[src/rtl/wdg_pkg.sv]
package wdg_pkg;
  typedef enum logic {
    STAGE_ARMED  = 1'b0,
    STAGE_WARNED = 1'b1
  } wdg_stage_e;
endpackage

[src/rtl/wdg_key_gate.sv]
module wdg_key_gate #(
  parameter int DATA_W  = 32,
  parameter int KEY_W   = 7,
  parameter int KEY_LSB = 9,
  parameter int CMD_BIT = 8
) (
  input  logic              clk,
  input  logic              rst_n,
  input  logic              wr_en,
  input  logic [DATA_W-1:0] wr_data,
  output logic [DATA_W-1:0] ctrl_q,
  output logic              accept
);
  localparam int KEY_MSB = KEY_LSB + KEY_W - 1;

  logic [KEY_W-1:0] bit_inv;
  logic             armed;

  // Each key bit must differ from the stored one
  for (genvar i = 0; i < KEY_W; i++) begin : g_key
    assign bit_inv[i] = wr_data[KEY_LSB+i] ^ ctrl_q[KEY_LSB+i];
  end

  assign armed  = ctrl_q[CMD_BIT];
  assign accept = wr_en && (!armed || (&bit_inv));

  always_ff @(posedge clk or negedge rst_n) begin
    if (!rst_n)      ctrl_q <= '0;
    else if (accept) ctrl_q <= wr_data;
  end

  // a locked write with a wrong key leaves the word alone
  p_wrong_key_r3: assert property (@(posedge clk) disable iff (!rst_n)
    (wr_en && armed && (wr_data[KEY_MSB:KEY_LSB] != ~ctrl_q[KEY_MSB:KEY_LSB]))
    |=> $stable(ctrl_q));

  // an accepted word is stored whole
  p_store_r4: assert property (@(posedge clk) disable iff (!rst_n)
    accept |=> ctrl_q == $past(wr_data));
endmodule

[src/rtl/wdg_down_counter.sv]
module wdg_down_counter #(
  parameter int CNT_FLD_W   = 8,
  parameter int GRACE_TICKS = 1
) (
  input  logic                 clk,
  input  logic                 rst_n,
  input  logic                 accept,
  input  logic [CNT_FLD_W-1:0] load_fld,
  input  logic                 load_cmd,
  input  logic                 tick_en,
  input  logic                 warned,
  output logic [CNT_FLD_W:0]   cnt_q,
  output logic                 run_q,
  output logic                 expire
);
  localparam int CNT_W = CNT_FLD_W + 1;
  localparam logic [CNT_W-1:0] ZERO_LOAD  = CNT_W'(1) << CNT_FLD_W;
  localparam logic [CNT_W-1:0] GRACE_LOAD = CNT_W'(GRACE_TICKS);

  logic [CNT_W-1:0] load_val;
  logic             step;

  assign load_val = (load_fld == '0) ? ZERO_LOAD : {1'b0, load_fld};
  assign step     = run_q && tick_en && !accept;
  assign expire   = step && (cnt_q <= CNT_W'(1));

  always_ff @(posedge clk or negedge rst_n) begin
    if (!rst_n) begin
      cnt_q <= '0;
      run_q <= 1'b0;
    end else if (accept) begin
      cnt_q <= load_val;
      run_q <= load_cmd;
    end else if (expire) begin
      if (warned) begin
        cnt_q <= '0;
        run_q <= 1'b0;
      end else begin
        cnt_q <= GRACE_LOAD;
      end
    end else if (step) begin
      cnt_q <= cnt_q - CNT_W'(1);
    end
  end

  // one step per tick while running
  p_decrement_r6: assert property (@(posedge clk) disable iff (!rst_n)
    (run_q && tick_en && !accept && cnt_q > CNT_W'(1)) |=> cnt_q == $past(cnt_q) - CNT_W'(1));

  // a stopped counter holds
  p_hold_r6: assert property (@(posedge clk) disable iff (!rst_n)
    (!run_q && !accept) |=> $stable(cnt_q) && !run_q);

  // reload from the written field, zero meaning full range
  p_reload_r5: assert property (@(posedge clk) disable iff (!rst_n)
    (accept && load_fld == '0) |=> cnt_q == ZERO_LOAD);

  // a write in a tick cycle loads, without a decrement
  p_write_wins_r10: assert property (@(posedge clk) disable iff (!rst_n)
    (accept && tick_en) |=> cnt_q == $past(load_val));
endmodule

[src/rtl/wdg_expiry_stage.sv]
module wdg_expiry_stage
  import wdg_pkg::*;
(
  input  logic clk,
  input  logic rst_n,
  input  logic accept,
  input  logic expire,
  output logic warned,
  output logic reset_req
);
  wdg_stage_e stage_q;

  assign warned = (stage_q == STAGE_WARNED);

  always_ff @(posedge clk or negedge rst_n) begin
    if (!rst_n) begin
      stage_q   <= STAGE_ARMED;
      reset_req <= 1'b0;
    end else begin
      reset_req <= expire && warned;
      if (accept)      stage_q <= STAGE_ARMED;
      else if (expire) stage_q <= STAGE_WARNED;
    end
  end

  // the reset request never lasts two cycles
  p_pulse_r11: assert property (@(posedge clk) disable iff (!rst_n)
    reset_req |=> !reset_req);

  // the reset request comes only out of the warned stage
  p_reset_after_nmi_r8: assert property (@(posedge clk) disable iff (!rst_n)
    reset_req |-> warned);

  // an accepted write clears the interrupt
  p_clear_r9: assert property (@(posedge clk) disable iff (!rst_n)
    accept |=> !warned);
endmodule

[src/rtl/wdg_keyed_top.sv]
module wdg_keyed_top #(
  parameter int DATA_W      = 32,
  parameter int KEY_W       = 7,
  parameter int KEY_LSB     = 9,
  parameter int CMD_BIT     = 8,
  parameter int CNT_FLD_W   = 8,
  parameter int GRACE_TICKS = 1
) (
  input  logic              clk,
  input  logic              rst_n,
  input  logic              tick_en,
  input  logic              wr_en,
  input  logic [DATA_W-1:0] wr_data,
  output logic [DATA_W-1:0] ctrl_o,
  output logic [CNT_FLD_W:0] count_o,
  output logic              running_o,
  output logic              nmi_o,
  output logic              reset_req_o
);
  logic accept;
  logic expire;
  logic warned;

  wdg_key_gate #(
    .DATA_W (DATA_W),
    .KEY_W  (KEY_W),
    .KEY_LSB(KEY_LSB),
    .CMD_BIT(CMD_BIT)
  ) u_gate (
    .clk    (clk),
    .rst_n  (rst_n),
    .wr_en  (wr_en),
    .wr_data(wr_data),
    .ctrl_q (ctrl_o),
    .accept (accept)
  );

  wdg_down_counter #(
    .CNT_FLD_W  (CNT_FLD_W),
    .GRACE_TICKS(GRACE_TICKS)
  ) u_count (
    .clk     (clk),
    .rst_n   (rst_n),
    .accept  (accept),
    .load_fld(wr_data[CNT_FLD_W-1:0]),
    .load_cmd(wr_data[CMD_BIT]),
    .tick_en (tick_en),
    .warned  (warned),
    .cnt_q   (count_o),
    .run_q   (running_o),
    .expire  (expire)
  );

  wdg_expiry_stage u_stage (
    .clk      (clk),
    .rst_n    (rst_n),
    .accept   (accept),
    .expire   (expire),
    .warned   (warned),
    .reset_req(reset_req_o)
  );

  assign nmi_o = warned;

  // entering the warned stage leaves the grace count running
  p_nmi_grace_r7: assert property (@(posedge clk) disable iff (!rst_n)
    $rose(nmi_o) |-> (running_o && count_o == (CNT_FLD_W+1)'(GRACE_TICKS)));

  // the final expiry stops the counter
  p_reset_stops_r8: assert property (@(posedge clk) disable iff (!rst_n)
    reset_req_o |-> (!running_o && count_o == '0));
endmodule

[config.mk]
export PLATFORM = sky130hd
export DESIGN_NAME = wdg_keyed_top
export DESIGN_NICKNAME = d
export VERILOG_FILES = /design/src/rtl/wdg_pkg.sv /design/src/rtl/wdg_key_gate.sv /design/src/rtl/wdg_down_counter.sv /design/src/rtl/wdg_expiry_stage.sv /design/src/rtl/wdg_keyed_top.sv
export SDC_FILE = /design/constraint.sdc
export NUM_CORES = 1
export LEC_CHECK = 0
export ABC_AREA = 1
export BUFFER_PORTS_ARGS = -buffer_cell sky130_fd_sc_hd__buf_2
export CAP_MARGIN = 40
export CELL_PAD_IN_SITES_DETAIL_PLACEMENT = 1
export CELL_PAD_IN_SITES_GLOBAL_PLACEMENT = 1
export CORE_UTILIZATION = 34
export DETAILED_ROUTE_END_ITERATION = 6
export PLACE_DENSITY_LB_ADDON = 0.1
export SYNTH_ARGS = -nofsm -noshare
export SYNTH_HDL_FRONTEND = slang
export SYNTH_SLANG_ARGS = --single-unit
[constraint.sdc]
create_clock -name clk -period 1.8 [get_ports clk]
set_input_delay 0.45 -clock clk [delete_from_list [all_inputs] [get_ports clk]]
set_output_delay 0.45 -clock clk [all_outputs]
set_load 0.05 [all_outputs]
==> summary.md, run 1 <==
| Metric | Value |
|---|---|
| Resize count post-CTS | 0 |
| Initial antenna violation count | 0 |
| # hold bufs at CTS | 0 |
| Maximum vdd ir drop | 0.000966 V |
| Max cap viols | 0 |
| Cells after synthesis | 266 |
| Grt total ovfl | 0 |
| Yosys Warn Count | 0 |
| Least-Margin Pin Slew | 0.367 ns |
| Slew margin rel. | 0.753 |
| Leakage power | 1.62 nW |
| N_diodes | 0 |
| CTS tree | built |
| Post-synthesis cell area | 2120 um^2 |
| Slowest stage delay, CP | 0.47 ns |
| Syn nets | 304 |
| Final Cycle Share | 0.878 |
| Reg clk slew, reported paths | 0.09 ns |
| Die area | 6550 um^2 |
| RSZ-0062 raised after global routing | false |
| DR vias/cell | 4.69 |
| Core Area | 5960 um^2 |
| Detail Route Antenna Nets | 0 |
| Num CTS Buffers | 5 |
| IO Pins | 80 |
| Area after DPL | 2590 um^2 |
| Layout Nets | 386 |
| Metal-1 WL | 2400 um |
| GPL Wtd Cong | 0.745 |
| CP max stage cell | dfrtp_1 |
| Crit end category | register |
| Dpl hpwl | 4130 um |
| Die H | 80.9 um |
| Share of layout cells above drive strength 1 | 0.281 |
| Buf/Inv on CP | 0 |
| Layout fillers | 783 |
| Detailed-route DRC error count | 0 |
| CTS sink cnt | 44 |
| Library cells used by synthesis | 20 |
| Most Frequent Cell on Critical Path | nand2_1 |
| Status | complete, no violations |
| DR WL met2 | 2870 um |
| Met3 WL | 319 um |
| # rows | 28 |
| Seq cells post-synth | 44 |
| Longest Clk Path Bufs | 2 |
| Largest net degree at the start of global routing | 45 |
| GRT Util Overall | 0.191 |
| Slew Limit Fails | 0 |
| P&R area growth vs syn | 28.1% |
| Largest delay share family, worst path | simple AND/OR/NAND/NOR gates |
| DRT Wirelength | 5650 um |
| Synth Area per Inst | 7.96 um^2 |
| Initial Util | 0.356 |
| Root Driver | clkbuf_8 |
| Skew final | 0.00679 ns |
| Final count of hold timing violations | 0 |
| Sequential element share of the synthesized area | 0.520 |
| CP max FO | 10 |
| FMAX | 0.633 GHz |
| DRT Pass-1 Iters | 4 |
| Setup TNS | 0 ns |
| IO Port Bufs | 79 |
| P per Cell Area | 2080 nW/um^2 |
| H-tree Lvls | 2 |
| First-pass GRT wire length | 9440 um |
| R2R Setup Slk | 0.22 ns |
| Top Layer Used | met4 |
| Final worst slack | 0.219 ns |
| WP data arrival | 1.78 ns |
| Iteration-0 DRC Markers | 60 |
| Design Area, Final | 2710 um^2 |
| Vias post-DR | 1990 |
| Hold Path Class | primary input to asynchronous set/reset pin |
| CP Data Required Time | 2.00 ns |
| Worst Setup Start Kind | register |
| Setup CP Type | register to register |
| Number of global-route vias before repair | 2008 |
| CP cell instances | nor3_1 -> nand4_1 -> nand2_1 -> nand2_4 -> nand3_1 -> nand2_1 -> nand2_1 -> nand2_1 |
| Final setup vio count | 0 |
| Drt wl/cell | 13.3 um |
| Worst-Skew Late Latency | 0.30 ns |
| Die Width | 80.9 um |
| Tmin final | 1.58 ns |
| Post-CTS repair timing setup buffer count | 0 |
| Worst slack, placed | 0.123 ns |
layer usage:
layer  global-route usage  up-vias
met1                0.225      940
met4               0.0536        0
met3               0.0506        7
met2                0.339       57
li1                     -      986
met5                    0        -
metrics by stage:
step	util	cells	power [W]	hold slack (ns)
floorplan	-	266	0.00409	0.154
global placement	0.435	416	0.00481	0.453
detailed placement	0.435	416	0.00487	0.454
CTS	0.455	424	0.00571	0.119
global route	0.455	424	0.00602	0.124
finish	0.455	424	0.00563	0.113
cell usage in the layout (no fill, tap or decap), types with 4 or more instances in the layout:
cell,instances
nand2_1,121
buf_2,79
dfrtp_1,44
inv_1,24
nand3_1,24
nor2_1,10
nand4_1,10
clkbuf_8,6
o21ai_0,5
xor2_1,4
buf_4,4
cell usage after synthesis, drive strengths merged:
cell    count  area, um^2
xor2        4        35.0
nand2     124         478
nand3      24         120
o21ai       5        25.0
buf         9        82.6
ha          2        25.0
nor2       11        43.8
nor3        2        10.0
dfrtp      44        1100
nor4        2        12.5
nand3b      1        7.51
clkbuf      1        3.75
inv        25        93.8
xnor2       2        17.5
nand4      10        62.6
flip-flops by register name, indices dropped and copies added (netlist names):
signal             count
u_gate.ctrl_q         32
u_count.cnt_q          9
u_count.run_q          1
u_stage.reset_req      1
u_stage.warned         1
layout make-up:
type	count	area (um^2)	share of cell area
flip-flops and latches	44	1100	0.406
multi-input cells	187	837	0.309
repair buffers	85	465	0.172
inverters	25	93.8	0.0346
well taps	75	93.8	0.0346
clock buffers	6	82.6	0.0304
clock inverters	2	38.8	0.0143
report_power, final:
part	leakage [nW]	switching (W)	internal, W
logic	1.01	0.00234	0.000749
clock network	0.0614	0.000365	0.000454
registers	0.546	0.000338	0.00139
total	1.62	0.00304	0.00259
cells by family (layout without fill, tap and decap cells):
family,after synthesis,after routing,share of synthesized area
compound gates,5,5,0.0118
xor+xnor,6,6,0.0248
fa+ha+maj,2,2,0.0118
buf+inv,35,118,0.0851
flops,44,44,0.520
simple gates,174,174,0.347
worst paths after layout:
| check | endpoint | start | cells after the start |
|---|---|---|---|
| worst max-delay path | u_count.cnt_q[8] | u_count.cnt_q[0] | 8 |
| worst min-delay path | u_gate.ctrl_q[12] | rst_n | 2 |
| worst max register to register | u_count.cnt_q[8] | u_count.cnt_q[0] | 8 |
| worst min register to register | u_gate.ctrl_q[3] | u_gate.ctrl_q[3] | 2 |
| max in group asynchronous | u_stage.warned | rst_n | 2 |
| min in group clk | u_gate.ctrl_q[26] | wr_data[26] | 3 |
(Power assumes the default switching activity.)
==> inputs of run 2 (changes only) <==
--- a/config.mk
+++ b/config.mk
@@ -11,8 +11,10 @@
 export CELL_PAD_IN_SITES_DETAIL_PLACEMENT = 1
 export CELL_PAD_IN_SITES_GLOBAL_PLACEMENT = 1
 export CORE_UTILIZATION = 34
+export CTS_CLUSTER_DIAMETER = 60
 export DETAILED_ROUTE_END_ITERATION = 6
 export PLACE_DENSITY_LB_ADDON = 0.1
+export REMOVE_ABC_BUFFERS = 1
 export SYNTH_ARGS = -nofsm -noshare
 export SYNTH_HDL_FRONTEND = slang
 export SYNTH_SLANG_ARGS = --single-unit
==> run 2 against run 1 <==
Effect of this change: die area did not move; non-clock buffer count rose by 3; cell area rose by 1.6%; via count fell by 0.30%; global-route usage fell by 0.20 points; fmax rose by 1.6%; critical path depth did not move; critical path type unchanged.
==> summary.md, run 2 (synthesis results as in run 1) <==
| Metric | Value |
|---|---|
| Largest net degree at the start of global routing | 45 (unchanged) |
| Commonest non-fill, non-tap cells in the layout | nand2_1 (121), buf_2 (79), dfrtp_1 (44), inv_1 (24), nand3_1 (24) (unchanged) |
| Max reg flops | 32 (unchanged) |
| P per Cell Area | 2090 nW/um^2 (was 2080 nW/um^2) |
| Least-Margin Pin Slew | 0.464 ns (was 0.367 ns) |
| RSZ-0062 raised after global routing | false (unchanged) |
| CP Data Required Time | 1.98 ns (was 2.00 ns) |
| Maximum vdd ir drop | 0.000947 V (was 0.000966 V) |
| WHS | 0.124 ns (was 0.113 ns) |
| Setup CP Type | register to register (unchanged) |
| First-pass GRT wire length | 9360 um (was 9440 um) |
| Leakage power | 1.64 nW (was 1.62 nW) |
| Grt total ovfl | 0 (unchanged) |
| Core Area | 5960 um^2 (unchanged) |
| Detail Route Antenna Nets | 0 (unchanged) |
| Post-CTS repair timing setup buffer count | 0 (unchanged) |
| Num CTS Buffers | 5 (unchanged) |
| Longest Clk Path Bufs | 2 (unchanged) |
| Share of layout cells above drive strength 1 | 0.285 (was 0.281) |
| Largest regs | u_gate.ctrl_q: 32 flops, u_count.cnt_q: 9 flops (unchanged) |
| Top Layer Used | met4 (unchanged) |
| GPL Wtd Cong | 0.726 (was 0.745) |
| # hold bufs at CTS | 0 (unchanged) |
| Die Width | 80.9 um (unchanged) |
| Root Driver | clkbuf_8 (unchanged) |
| CP max stage cell | dfrtp_1 (unchanged) |
| Register area | 1100 um^2 (unchanged) |
| Slew Limit Fails | 0 (unchanged) |
| Status | complete, no violations (unchanged) |
| Most common cell after layout, fill and taps aside | nand2_1 (unchanged) |
| Tmin final | 1.56 ns (was 1.58 ns) |
| Final count of hold timing violations | 0 (unchanged) |
| Max cap viols | 0 (unchanged) |
| DRT Pass-1 Iters | 4 (unchanged) |
| Worst Setup Start Kind | register (unchanged) |
| Crit end category | register (unchanged) |
| Hold Path Class | primary input to asynchronous set/reset pin (unchanged) |
| P&R area growth vs syn | 30.1% (was 28.1%) |
| Worst slack, placed | 0.120 ns (was 0.123 ns) |
| Number of global-route vias before repair | 1987 (was 2008) |
| DRT Wirelength | 5650 um (about the same) |
| IO Pins | 80 (unchanged) |
| Slew margin rel. | 0.688 (was 0.753) |
| Dpl hpwl | 4180 um (was 4130 um) |
| Layout Nets | 389 (was 386) |
| IO Port Bufs | 79 (unchanged) |
| # rows | 28 (unchanged) |
| CP max FO | 10 (unchanged) |
| Vias post-DR | 1984 (was 1990) |
| Initial Util | 0.356 (unchanged) |
| H-tree Lvls | 2 (unchanged) |
| CTS sink cnt | 44 (unchanged) |
| Final setup vio count | 0 (unchanged) |
| Detailed-route DRC error count | 0 (unchanged) |
| Layout fillers | 784 (was 783) |
| Final worst slack | 0.244 ns (was 0.219 ns) |
| Die area | 6550 um^2 (unchanged) |
| Worst-Skew Late Latency | 0.29 ns (was 0.30 ns) |
| Drt wl/cell | 13.3 um (about the same) |
| Skew final | 0.0128 ns (was 0.00679 ns) |
| Die H | 80.9 um (unchanged) |
| CP cell instances | nor3_1 -> nand4_1 -> nand2_1 -> nand2_4 -> nand3_1 -> nand2_1 -> nand2_1 -> nand2_1 (unchanged) |
| Reg clk slew, reported paths | 0.09 ns (about the same) |
| Resize count post-CTS | 0 (unchanged) |
| DR WL met2 | 2640 um (was 2870 um) |
| Metal-1 WL | 2660 um (was 2400 um) |
| Iteration-0 DRC Markers | 69 (was 60) |
| DR vias/cell | 4.66 (was 4.69) |
| FMAX | 0.642 GHz (was 0.633 GHz) |
| Met3 WL | 317 um (was 319 um) |
| R2R Setup Slk | 0.24 ns (was 0.22 ns) |
| Slowest stage delay, CP | 0.44 ns (was 0.47 ns) |
| Most Frequent Cell on Critical Path | nand2_1 (unchanged) |
| WP data arrival | 1.74 ns (was 1.78 ns) |
| N_diodes | 0 (unchanged) |
| Largest Register | u_gate.ctrl_q (unchanged) |
| Multi-input combinational cell area | 837 um^2 (unchanged) |
| GRT Util Overall | 0.189 (was 0.191) |
| Final Cycle Share | 0.865 (was 0.878) |
| Initial antenna violation count | 0 (unchanged) |
| CTS tree | built (unchanged) |
## run 2: cell count changes in the layout (fill, tap and decap cells not counted), sizes merged
cell | before | now
buf | 85 | 88
bufinv | 1 | 2
clkinv | 1 | 0
clkbuf | 6 | 5
## run 2: metrics by stage
stage | std cells | total power (W) | area (um^2) | TNS (ns) | utilization
global placement | 419 | 0.00486 | 2630 | 0 | 0.441
detailed placement | 419 | 0.00492 | 2630 | 0 | 0.441
global route | 426 | 0.00617 | 2760 | 0 | 0.463
finish | 426 | 0.00576 | 2760 | 0 | 0.463
CTS | 426 | 0.00584 | 2760 | 0 | 0.463
floorplan | 256 | 0.00400 | 2030 | -14.59 | -
## run 2: power breakdown
group	leakage [nW]	internal [W]	switching (W)
clock	0.0642	0.000547	0.000339
combinational	1.03	0.000793	0.00237
sequential	0.546	0.00139	0.000316
total	1.64	0.00273	0.00303
## run 2: critical path, delay by kind of cell (launching register included)
family / cells / cell delay [ns]
simple gates: 8 / 1.02
flops: 1 / 0.44
## run 2: cell type report
cell class | instances | share of cell area
flip-flops and latches | 44 | 0.400
repair buffers | 88 | 0.182
well taps | 75 | 0.0341
clock inverters | 2 | 0.0218
inverters | 25 | 0.0341
clock buffers | 5 | 0.0250
multi-input cells | 187 | 0.304
## run 2: per-layer routing
metal / vias to the layer above / track usage
li1: 993 / -
met1: 935 / 0.239
met2: 52 / 0.313
met3: 4 / 0.0607
met4: 0 / 0.0429
met5: - / 0
## run 2: final timing paths
path,start,end,depth (start not counted)
max,u_count.cnt_q[1],u_count.cnt_q[8],8
min,rst_n,u_gate.ctrl_q[8],2
max reg2reg,u_count.cnt_q[1],u_count.cnt_q[8],8
min reg2reg,u_gate.ctrl_q[3],u_gate.ctrl_q[3],2
max in group asynchronous,rst_n,u_gate.ctrl_q[3],2
min in group clk,wr_data[29],u_gate.ctrl_q[29],3
==> inputs of run 3 (changes only) <==
--- a/config.mk
+++ b/config.mk
@@ -11,7 +11,6 @@
 export CELL_PAD_IN_SITES_DETAIL_PLACEMENT = 1
 export CELL_PAD_IN_SITES_GLOBAL_PLACEMENT = 1
 export CORE_UTILIZATION = 34
-export CTS_CLUSTER_DIAMETER = 60
 export DETAILED_ROUTE_END_ITERATION = 6
 export PLACE_DENSITY_LB_ADDON = 0.1
 export REMOVE_ABC_BUFFERS = 1
==> constraint.sdc (replaced) <==
create_clock -name clk -period 1.8 [get_ports clk]
set_input_delay 0.09 -clock clk [delete_from_list [all_inputs] [get_ports clk]]
set_output_delay 0.09 -clock clk [all_outputs]
set_load 0.05 [all_outputs]
==> run 3 against run 2 <==
Effect of this change: flip-flop and latch count unchanged; non-clock buffer count increased by 13; die area unchanged; sequential share of layout area decreased by 1.4 points; worst hold slack got worse by 0.11 ns; critical path type unchanged; critical endpoint unchanged.
==> summary.md, run 3 (synthesis results as in run 1) <==
| Metric | Value |
|---|---|
| P&R area growth vs syn | 34.7% (was 30.1%) |
| Number of global-route vias before repair | 2088 (was 1987) |
| CTS tree | built (unchanged) |
| Num CTS Buffers | 5 (unchanged) |
| Drt wl/cell | 13.3 um (about the same) |
| End of the critical path | u_count.cnt_q[8] (unchanged) |
| Die area | 6550 um^2 (unchanged) |
| Final count of hold timing violations | 0 (unchanged) |
| Vias post-DR | 2032 (was 1984) |
| Layout Nets | 402 (was 389) |
| Grt total ovfl | 0 (unchanged) |
| CP max FO | 10 (unchanged) |
| First-pass GRT wire length | 9790 um (was 9360 um) |
| Most common cell after layout, fill and taps aside | nand2_1 (unchanged) |
| Layout fillers | 780 (was 784) |
| DRT Pass-1 Iters | 4 (unchanged) |
| Dpl hpwl | 4070 um (was 4180 um) |
| Die Width | 80.9 um (unchanged) |
| CP Data Required Time | 2.00 ns (was 1.98 ns) |
| FMAX | 0.639 GHz (was 0.642 GHz) |
| Origin of the worst setup path | u_count.cnt_q[1] (unchanged) |
| Detailed-route DRC error count | 0 (unchanged) |
| Final setup vio count | 0 (unchanged) |
| Root Driver | clkbuf_8 (unchanged) |
| Worst slack, placed | 0.168 ns (was 0.120 ns) |
| Final worst slack | 0.235 ns (was 0.244 ns) |
| Core Util, Final | 0.479 (was 0.463) |
| Slew Limit Fails | 0 (unchanged) |
| IO Pins | 80 (unchanged) |
| Largest net degree at the start of global routing | 45 (unchanged) |
| Largest Register | u_gate.ctrl_q (unchanged) |
| WP data arrival | 1.76 ns (was 1.74 ns) |
| Status | complete, no violations (unchanged) |
| Initial antenna violation count | 0 (unchanged) |
| RSZ-0062 raised after global routing | false (unchanged) |
| WHS | 0.0156 ns (was 0.124 ns) |
| Largest regs | u_gate.ctrl_q: 32 flops, u_count.cnt_q: 9 flops (unchanged) |
| Maximum vdd ir drop | 0.000936 V (was 0.000947 V) |
| Max cap viols | 0 (unchanged) |
| Longest Clk Path Bufs | 2 (unchanged) |
| Slew margin rel. | 0.617 (was 0.688) |
| Reg clk slew, reported paths | 0.09 ns (about the same) |
| Iteration-0 DRC Markers | 82 (was 69) |
| GPL Wtd Cong | 0.754 (was 0.726) |
| Detail Route Antenna Nets | 0 (unchanged) |
| Commonest non-fill, non-tap cells in the layout | nand2_1 (121), buf_2 (79), dfrtp_1 (44), inv_1 (24), nand3_1 (24) (unchanged) |
| Post-CTS repair timing setup buffer count | 0 (unchanged) |
| IO Port Bufs | 79 (unchanged) |
| Design Area, Final | 2850 um^2 (was 2760 um^2) |
| Final Cycle Share | 0.869 (was 0.865) |
| DRT Wirelength | 5850 um (was 5650 um) |
| Core Area | 5960 um^2 (unchanged) |
| Initial Util | 0.356 (unchanged) |
| Tmin final | 1.57 ns (was 1.56 ns) |
| R2R Setup Slk | 0.23 ns (was 0.24 ns) |
| Die H | 80.9 um (unchanged) |
| N_diodes | 0 (unchanged) |
| Skew final | 0.00526 ns (was 0.0128 ns) |
| GRT Util Overall | 0.198 (was 0.189) |
| Hold Path Class | primary input to register (was primary input to asynchronous set/reset pin) |
| Crit end category | register (unchanged) |
| RR Endpoint | u_count.cnt_q[8] (unchanged) |
| H-tree Lvls | 2 (unchanged) |
| Reg2reg start | u_count.cnt_q[1] (unchanged) |
| Least-Margin Pin Slew | 0.574 ns (was 0.464 ns) |
| Max reg flops | 32 (unchanged) |
| P per Cell Area | 1970 nW/um^2 (was 2090 nW/um^2) |
| Worst-Skew Late Latency | 0.30 ns (was 0.29 ns) |
| Worst Setup Start Kind | register (unchanged) |
| Leakage power | 1.68 nW (was 1.64 nW) |
| # rows | 28 (unchanged) |
| Share of layout cells above drive strength 1 | 0.263 (was 0.285) |
| R2R depth | 8 (unchanged) |
| DR vias/cell | 4.62 (was 4.66) |
| Area after DPL | 2570 um^2 (was 2630 um^2) |
| CTS sink cnt | 44 (unchanged) |
| Setup CP Type | register to register (unchanged) |
-- run 3: critical path: stages, from the launching register on --
cell and delay, ns:
dfrtp_1 0.43, nor3_1 0.32, nand4_1 0.18, nand2_1 0.16, nand2_4 0.11, nand3_1 0.10
nand2_1 0.06, nand2_1 0.05, nand2_1 0.04
-- run 3: how the worst min path moves through the flow --
stage | slack [ns] | from | depth (start not counted) | to
global placement | 0.22 | rst_n | 2 | u_gate.ctrl_q[4]
CTS | 0.01 | wr_data[8] | 3 | u_gate.ctrl_q[8]
detailed placement | 0.23 | rst_n | 2 | u_gate.ctrl_q[4]
floorplan | -0.21 | rst_n | 0 | u_count.cnt_q[0]
global route | 0.005 | wr_data[8] | 3 | u_gate.ctrl_q[8]
finish | 0.02 | wr_data[8] | 3 | u_gate.ctrl_q[8]
-- run 3: power breakdown --
group | internal [W] | switching (W)
clock network | 0.000412 | 0.000353
logic | 0.000763 | 0.00235
registers | 0.00139 | 0.000338
total | 0.00257 | 0.00304
-- run 3: stage by stage --
stage | instances | TNS [ns] | power, W
floorplan | 256 | -14.59 | 0.00400
global placement | 415 | 0 | 0.00479
detailed placement | 415 | 0 | 0.00486
CTS | 440 | 0 | 0.00567
global route | 440 | 0 | 0.00601
finish | 440 | 0 | 0.00561
-- run 3: layout make-up --
type,count,area (um^2),share of cell area
clock inverter,2,35.0,0.0123
tap,75,93.8,0.0329
clock buffer,6,72.6,0.0254
multi-input combinational,187,837,0.293
timing repair buffer,101,619,0.217
inverter,25,93.8,0.0329
sequential,44,1100,0.386
-- run 3: layer usage --
layer	GRT usage	vias up	wire length, um
met5	0	-	0
met4	0.0536	0	51
met3	0.0539	6	323
met2	0.334	52	2820
met1	0.249	952	2660
li1	-	1022	-
-- run 3: what timing repair did --
item,4_1_cts,5_1_grt
endpoints found under the setup margin,0,1
endpoints found under the hold margin,60,0
resized for setup,0,1
hold buffers,17,0
